===== src/rtl/clk_sup_pkg.sv =====
package clk_sup_pkg;

    typedef enum logic [1:0] {
        MODE_EXT  = 2'b00,
        MODE_PLL  = 2'b01,
        MODE_SELF = 2'b10,
        MODE_HALT = 2'b11
    } mode_e;

    typedef enum logic [2:0] {
        ST_INIT,
        ST_EXT,
        ST_RUN,
        ST_SELF,
        ST_HALT,
        ST_STOP,
        ST_WAKE
    } state_e;

endpackage


===== src/rtl/clk_sup_sync.sv =====
module clk_sup_sync #(
    parameter int WIDTH  = 4,
    parameter int STAGES = 2
) (
    input  logic             clk,
    input  logic             rst_n,
    input  logic [WIDTH-1:0] d_i,
    output logic [WIDTH-1:0] q_o
);

    for (genvar i = 0; i < WIDTH; i++) begin : g_bit
        logic [STAGES-1:0] sh_q;
        always_ff @(posedge clk or negedge rst_n) begin
            if (!rst_n) sh_q <= '0;
            else        sh_q <= {sh_q[STAGES-2:0], d_i[i]};
        end
        assign q_o[i] = sh_q[STAGES-1];
    end

endmodule


===== src/rtl/clk_sup_ctrl.sv =====
module clk_sup_ctrl
    import clk_sup_pkg::*;
#(
    parameter int WAKE_WAIT = 16
) (
    input  logic   clk,
    input  logic   rst_n,
    input  logic   ref_s,
    input  logic   fb_s,
    input  logic   lock_s,
    input  logic   alt_s,
    input  logic   ext_sel,
    input  logic   loc_en,
    input  logic   loc_rst_en,
    input  logic   stop_req,
    input  logic   wake,
    output state_e state_o,
    output logic   rst_req_o,
    output logic   set_loc_o,
    output logic   set_lock_o,
    output logic   arm_clk_o,
    output logic   arm_lock_o
);

    localparam int CW = $clog2(WAKE_WAIT + 1);
    localparam logic [CW-1:0] LIMIT = CW'(WAKE_WAIT);

    typedef struct packed {
        state_e        st;
        logic [CW-1:0] cnt;
        logic          req;
    } ctrl_t;

    ctrl_t r_d, r_q;
    logic  clk_lost;

    always_comb begin
        r_d        = r_q;
        r_d.req    = 1'b0;
        set_loc_o  = 1'b0;
        set_lock_o = 1'b0;
        arm_clk_o  = 1'b0;
        arm_lock_o = 1'b0;
        clk_lost   = !ref_s || !fb_s;
        unique case (r_q.st)
            ST_INIT: begin
                if (ref_s && (ext_sel || lock_s))
                    r_d.st = ext_sel ? ST_EXT : ST_RUN;
            end
            ST_RUN: begin
                set_lock_o = !lock_s;
                if (clk_lost) begin
                    set_loc_o = 1'b1;
                    if (loc_rst_en) begin
                        r_d.req = 1'b1;
                        r_d.st  = ST_INIT;
                    end else if (loc_en && alt_s) begin
                        r_d.st = ST_SELF;
                    end else begin
                        r_d.st = ST_HALT;
                    end
                end else if (!lock_s && loc_rst_en) begin
                    r_d.req = 1'b1;
                    r_d.st  = ST_INIT;
                end else if (stop_req) begin
                    r_d.st = ST_STOP;
                end
            end
            ST_STOP: begin
                if (wake) begin
                    r_d.st  = ST_WAKE;
                    r_d.cnt = '0;
                end
            end
            ST_WAKE: begin
                if (ref_s && fb_s && lock_s) begin
                    r_d.st = ST_RUN;
                end else if (r_q.cnt == LIMIT) begin
                    if (!fb_s || !alt_s) begin
                        r_d.st = ST_HALT;
                    end else begin
                        set_loc_o  = !ref_s;
                        set_lock_o = !lock_s;
                        arm_clk_o  = !ref_s;
                        arm_lock_o = !lock_s;
                        r_d.st     = ST_SELF;
                    end
                end else begin
                    r_d.cnt = r_q.cnt + 1'b1;
                end
            end
            default: ; // ST_EXT, ST_SELF, ST_HALT hold until reset
        endcase
    end

    always_ff @(posedge clk or negedge rst_n) begin
        if (!rst_n) begin
            r_q.st  <= ST_INIT;
            r_q.cnt <= '0;
            r_q.req <= 1'b0;
        end else begin
            r_q <= r_d;
        end
    end

    assign state_o   = r_q.st;
    assign rst_req_o = r_q.req;

endmodule


===== src/rtl/clk_sup_flags.sv =====
module clk_sup_flags (
    input  logic clk,
    input  logic rst_n,
    input  logic set_loc,
    input  logic set_lock,
    input  logic clr_loc,
    input  logic clr_lock,
    input  logic arm_clk,
    input  logic arm_lock,
    input  logic ref_s,
    input  logic lock_s,
    input  logic blank,
    output logic loc_flag_o,
    output logic lock_flag_o
);

    typedef struct packed {
        logic loc;
        logic lock;
        logic hold_clk;
        logic hold_lock;
    } flag_t;

    flag_t f_d, f_q;

    always_comb begin
        f_d.loc       = set_loc  | (f_q.loc  & ~clr_loc);
        f_d.lock      = set_lock | (f_q.lock & ~clr_lock);
        f_d.hold_clk  = arm_clk  | (f_q.hold_clk  & ~ref_s);
        f_d.hold_lock = arm_lock | (f_q.hold_lock & ~lock_s);
    end

    always_ff @(posedge clk or negedge rst_n) begin
        if (!rst_n) f_q <= '0;
        else        f_q <= f_d;
    end

    assign loc_flag_o  = f_q.loc  & ~f_q.hold_clk  & ~blank;
    assign lock_flag_o = f_q.lock & ~f_q.hold_lock & ~blank;

endmodule


===== src/rtl/clk_loss_supervisor.sv =====
module clk_loss_supervisor
    import clk_sup_pkg::*;
#(
    parameter int SYNC_STAGES = 2,
    parameter int WAKE_WAIT   = 16
) (
    input  logic       clk,
    input  logic       rst_n,
    input  logic       ref_ok_i,
    input  logic       fb_ok_i,
    input  logic       lock_i,
    input  logic       alt_ok_i,
    input  logic       ext_sel_i,
    input  logic       loc_en_i,
    input  logic       loc_rst_en_i,
    input  logic       stop_req_i,
    input  logic       wake_i,
    input  logic       clr_loc_i,
    input  logic       clr_lock_i,
    output logic [1:0] mode_o,
    output logic       clk_gate_o,
    output logic       rst_hold_o,
    output logic       rst_req_o,
    output logic       loc_flag_o,
    output logic       lock_flag_o
);

    localparam int NDET = 4;

    logic [NDET-1:0] det_s;
    logic            ref_s, fb_s, lock_s, alt_s;
    state_e          st;
    logic            set_loc, set_lock, arm_clk, arm_lock;
    mode_e           mode_sel;

    clk_sup_sync #(.WIDTH(NDET), .STAGES(SYNC_STAGES)) u_sync (
        .clk   (clk),
        .rst_n (rst_n),
        .d_i   ({alt_ok_i, lock_i, fb_ok_i, ref_ok_i}),
        .q_o   (det_s)
    );

    assign ref_s  = det_s[0];
    assign fb_s   = det_s[1];
    assign lock_s = det_s[2];
    assign alt_s  = det_s[3];

    clk_sup_ctrl #(.WAKE_WAIT(WAKE_WAIT)) u_ctrl (
        .clk        (clk),
        .rst_n      (rst_n),
        .ref_s      (ref_s),
        .fb_s       (fb_s),
        .lock_s     (lock_s),
        .alt_s      (alt_s),
        .ext_sel    (ext_sel_i),
        .loc_en     (loc_en_i),
        .loc_rst_en (loc_rst_en_i),
        .stop_req   (stop_req_i),
        .wake       (wake_i),
        .state_o    (st),
        .rst_req_o  (rst_req_o),
        .set_loc_o  (set_loc),
        .set_lock_o (set_lock),
        .arm_clk_o  (arm_clk),
        .arm_lock_o (arm_lock)
    );

    clk_sup_flags u_flags (
        .clk         (clk),
        .rst_n       (rst_n),
        .set_loc     (set_loc),
        .set_lock    (set_lock),
        .clr_loc     (clr_loc_i),
        .clr_lock    (clr_lock_i),
        .arm_clk     (arm_clk),
        .arm_lock    (arm_lock),
        .ref_s       (ref_s),
        .lock_s      (lock_s),
        .blank       (st == ST_EXT),
        .loc_flag_o  (loc_flag_o),
        .lock_flag_o (lock_flag_o)
    );

    always_comb begin
        unique case (st)
            ST_INIT: mode_sel = ext_sel_i ? MODE_EXT : MODE_PLL;
            ST_EXT:  mode_sel = MODE_EXT;
            ST_SELF: mode_sel = MODE_SELF;
            ST_HALT: mode_sel = MODE_HALT;
            default: mode_sel = MODE_PLL;
        endcase
    end

    assign mode_o     = mode_sel;
    assign rst_hold_o = (st == ST_INIT);
    assign clk_gate_o = (st == ST_EXT) || (st == ST_RUN) || (st == ST_SELF);

endmodule


===== config.mk =====
export PLATFORM = sky130hd
export DESIGN_NAME = clk_loss_supervisor
export DESIGN_NICKNAME = d
export VERILOG_FILES = /design/src/rtl/clk_sup_pkg.sv /design/src/rtl/clk_sup_sync.sv /design/src/rtl/clk_sup_ctrl.sv /design/src/rtl/clk_sup_flags.sv /design/src/rtl/clk_loss_supervisor.sv
export SDC_FILE = /design/constraint.sdc
export NUM_CORES = 1
export LEC_CHECK = 0
export BUFFER_PORTS_ARGS = -buffer_cell sky130_fd_sc_hd__buf_2
export CORE_MARGIN = 2
export CORE_UTILIZATION = 45
export DETAILED_ROUTE_END_ITERATION = 16
export PLACE_DENSITY = 0.71
export SYNTH_ARGS = -nofsm -noshare
export SYNTH_HDL_FRONTEND = slang
export SYNTH_SLANG_ARGS = --single-unit

===== constraint.sdc =====
create_clock -name clk -period 1.6 [get_ports clk]
set_input_delay 0.24 -clock clk [delete_from_list [all_inputs] [get_ports clk]]
set_output_delay 0.24 -clock clk [all_outputs]
set_load 0.01 [all_outputs]

==> impl_metrics.sql <==
INSERT INTO impl_metrics (metric_group, metric, value, unit) VALUES
('route', 'avgRoutedWirePerCell', '15.3', 'um'),
('run_status', 'status', 'finished, violations left', ''),
('critical_path', 'worst-path-max-fanout', '7', ''),
('sta', 'tightest_slew', '0.461', 'ns'),
('floorplanning', 'row_count', '18', ''),
('sta', 'setup_viol', '1', ''),
('synthesis', 'syn-mean-instance-area', '9.46', 'um^2'),
('clock_tree', 'cts_max_level', '1', ''),
('final_layout', 'area_delta_synth_final', '30.0', '%'),
('placed_design', 'pre_cts_ws', '-0.0588', 'ns'),
('clock_tree', 'worst_skew_pair.late_latency', '0.30', 'ns'),
('placed_design', 'place_congestion', '0.939', ''),
('sta', 'final_hold_viol_count', '0', ''),
('sta', 'grt_setup_unrepaired', 'yes', ''),
('worst_hold_path', 'min_from', 'fb_ok_i', ''),
('clock_tree', 'cts_root_buf', 'sky130_fd_sc_hd__clkbuf_4', ''),
('synthesis', 'synthArstFlopShare', '1.00', ''),
('sta', 'finalMaxSlewViolations', '0', ''),
('synthesis', 'post_synth_num_cell_types', '38', ''),
('power', 'static-leakage-power', '0.652', 'nW'),
('worst_hold_path', 'depth_of_the_worst_hold_timing_path', '1', ''),
('floorplanning', 'initial_utilization', '0.463', ''),
('final_layout', 'n_antenna_cell', '0', ''),
('synthesis', 'dominantRegCellSynth', 'sky130_fd_sc_hd__dfrtp_1', ''),
('run_status', 'failed_checks', 'setup timing', ''),
('clock_tree', 'cts_tree', 'built', ''),
('route', 'final_antenna_net_count', '0', ''),
('route', 'wl', '2.73', 'mm'),
('synthesis', 'synth_cells', '118', ''),
('floorplanning', 'chipWidth', '53.8', 'um'),
('grt', 'maximum_number_of_pins_on_one_net_before_global_route_repair', '22', ''),
('synthesis', 'synth-edff-count', '0', ''),
('placed_design', 'io_buffer_count', '19', ''),
('route', 'first_iter_violations', '32', ''),
('critical_path', 'worstPathArrival', '1.37', 'ns'),
('synthesis', 'ys.warnings.count', '0', ''),
('critical_path', 'setup_crit_path_kind', 'reg -> out', ''),
('grt', 'grt_pass1_vias', '1000', ''),
('sta', 'finalClockSkew', '0.00228', 'ns'),
('floorplanning', 'top_level_ports', '20', ''),
('power', 'vdd_drop_max', '0.491', 'mV'),
('grt', 'grt_pass1_wl', '4.36', 'mm'),
('critical_path', 'cpMaxStageDelayCell', 'sky130_fd_sc_hd__dfrtp_2', ''),
('sta', 'worst_hold_slack', '0.0365', 'ns'),
('final_layout', 'fin_nets', '165', ''),
('grt', 'grtUsageTotal', '0.213', ''),
('critical_path', 'crit_path_cell_count', '4', ''),
('synthesis', 'synth.ff_latch_count', '21', ''),
('route', 'viasPerCell', '5.70', ''),
('floorplanning', 'dieArea', '2890', 'um^2'),
('synthesis', 'post_synth_main_area_contributors', 'sky130_fd_sc_hd__dfrtp_1, sky130_fd_sc_hd__nand2_1, sky130_fd_sc_hd__nor2_1', ''),
('sta', 'postLayoutSetupSlackWorst', '-0.00734', 'ns'),
('grt', 'antenna_violations_before_repair', '0', ''),
('flow_run', 'maxCapViolations', '0', ''),
('worst_hold_path', 'timing.hold.worst_endpoint', 'u_sync.g_bit[1].sh_q[0]$_DFF_PN0_', ''),
('power', 'power-per-cell-area', '589', 'nW/um^2'),
('clock_tree', 'cts_buffers', '3', ''),
('power', 'p_comb_frac', '0.056', ''),
('critical_path', 'crit_required', '1.36', 'ns'),
('critical_path', 'setup.worst_path.start_class', 'flop', ''),
('clock_tree', 'cts.sinks', '21', ''),
('synthesis', 'yosysTopAreaCell', 'sky130_fd_sc_hd__dfrtp_1', ''),
('synthesis', 'syn_nets', '133', ''),
('critical_path', 'crit_path_end_kind', 'output pin', ''),
('synthesis', 'synth_seq_area_share', '0.471', ''),
('power', 'sw_pwr', '0.000199', 'W'),
('critical_path', 'critical_path.reg2reg.endpoint', 'u_ctrl.state_o[0]$_DFFE_PN0P_', ''),
('route', 'vias', '1020', ''),
('worst_hold_path', 'holdCritPathClass', 'in -> reg', ''),
('sta', 'final_critical_path_time_including_i_o_delays_and_setup', '1.61', 'ns'),
('clock_tree', 'clock_tree.buffer_depth', '2', '');
[cells in the final DEF, fill, tap and decap left out, types with 2 or more instances in the layout]
cell	Yosys	final
sky130_fd_sc_hd__and3_1	4	4
sky130_fd_sc_hd__buf_2	3	19
sky130_fd_sc_hd__buf_4	0	12
sky130_fd_sc_hd__buf_6	2	2
sky130_fd_sc_hd__clkbuf_4	0	3
sky130_fd_sc_hd__dfrtp_1	21	18
sky130_fd_sc_hd__dfrtp_2	0	3
sky130_fd_sc_hd__inv_1	5	5
sky130_fd_sc_hd__mux2_2	2	2
sky130_fd_sc_hd__nand2_1	12	12
sky130_fd_sc_hd__nand2b_1	3	3
sky130_fd_sc_hd__nand3_1	6	6
sky130_fd_sc_hd__nand3b_1	2	2
sky130_fd_sc_hd__nand4_1	3	3
sky130_fd_sc_hd__nor2_1	11	9
sky130_fd_sc_hd__nor2b_1	2	2
sky130_fd_sc_hd__nor3_1	4	2
sky130_fd_sc_hd__nor3_2	0	2
sky130_fd_sc_hd__o211ai_1	2	2
sky130_fd_sc_hd__o21ai_0	8	6
sky130_fd_sc_hd__o21ai_1	0	2
sky130_fd_sc_hd__o22a_1	2	2
sky130_fd_sc_hd__o32ai_2	0	2
[metal layers]
metal  vias up  track usage  part of all wire
met3         2       0.0361             0.053
met5         -            0                 0
met1       489        0.270              0.43
met4         0       0.0855            0.0069
li1        486            -                 -
met2        43        0.360              0.51
[cells in the mapped netlist, drive strengths merged (2+ instances only)]
master and instances:
nor3 4, o211ai 2, ha 2, mux2 2, dfrtp 21, a21oi 2, nand3b 2, nand2b 3
o32ai 2, nand4 3, nor2 11, o21ai 8, nor2b 2, and3 5, nand3 6, clkbuf 3
inv 5, o22a 2, nand2 12, buf 5
[worst reg2reg max path, delay by kind of cell (launching register included)]
kind | cells | cell delay (ns)
compound gates | 1 | 0.25
simple gates | 2 | 0.33
mux | 1 | 0.27
buf+inv | 1 | 0.15
flops | 1 | 0.47
[state kept, by name, summed over array words and instances (netlist names)]
| name | cells |
|---|---|
| u_ctrl.state_o | 3 |
| u_sync.g_bit.sh_q | 8 |
| u_ctrl.rst_req_o | 1 |
| u_flags.f_q | 4 |
| u_ctrl.r_q | 5 |
[final cells by class]
cell class	count	area, um^2
fill	211	958
multi-input combinational	84	601
sequential	21	529
timing repair buffer	35	238
tap	30	37.5
clock buffer	3	22.5
inverter	5	18.8
clock inverter	1	5.00
[how the worst max path moves through the flow]
stage | startpoint | end | slack, ns
after global placement | u_sync.g_bit[0].sh_q[1]$_DFF_PN0_ | u_ctrl.state_o[1]$_DFFE_PN0P_ | 0.002
after CTS | u_ctrl.state_o[1]$_DFFE_PN0P_ | mode_o[1] | 0.003
after global routing | u_ctrl.state_o[1]$_DFFE_PN0P_ | loc_flag_o | -0.04
final | u_ctrl.state_o[1]$_DFFE_PN0P_ | loc_flag_o | -0.007
after detailed placement | u_ctrl.r_q[1]$_DFFE_PN0P_ | u_flags.f_q[2]$_DFF_PN0_ | -0.06
after floorplan | u_ctrl.state_o[2]$_DFFE_PN0P_ | u_ctrl.state_o[0]$_DFFE_PN0P_ | 0.0004
[cell families after synthesis]
family                   synth area share
adder cells (fa/ha/maj)            0.0224
multiplexers                       0.0202
AND/OR/NAND/NOR                     0.271
flip-flops                          0.471
buffers and inverters              0.0605
AO/OA/AOI/OAI                       0.155
[repair_timing]
item                                   in CTS  in global routing
setup endpoints to repair                   9                  8
hold buffers                                1                  0
endpoints found under the hold margin      21                  0
resized for setup                           7                 16
buffers inserted                            1                  4
pin swaps                                   0                  5
[metrics by stage]
step                      instance area (um^2)  utilization  power (W)   TNS, ns
after floorplan                           1120            -   0.000577         0
final                                     1450        0.602   0.000854  -0.00734
after global routing                      1450        0.602   0.000901    -0.106
after detailed placement                  1290        0.536   0.000608   -0.0686
after CTS                                 1370        0.568   0.000862         0
after global placement                    1290        0.536   0.000606         0
[power by group through the flow]
stage / registers (W) / logic [W] / clock network, W
after detailed placement: 0.000563 / 0.0000448 / 0
final: 0.000555 / 0.0000476 / 0.000252
after floorplan: 0.000555 / 0.0000214 / 0
after global placement: 0.000563 / 0.0000437 / 0
after global routing: 0.000557 / 0.0000536 / 0.000291
after CTS: 0.000553 / 0.0000470 / 0.000262
(Power assumes the default switching activity.)
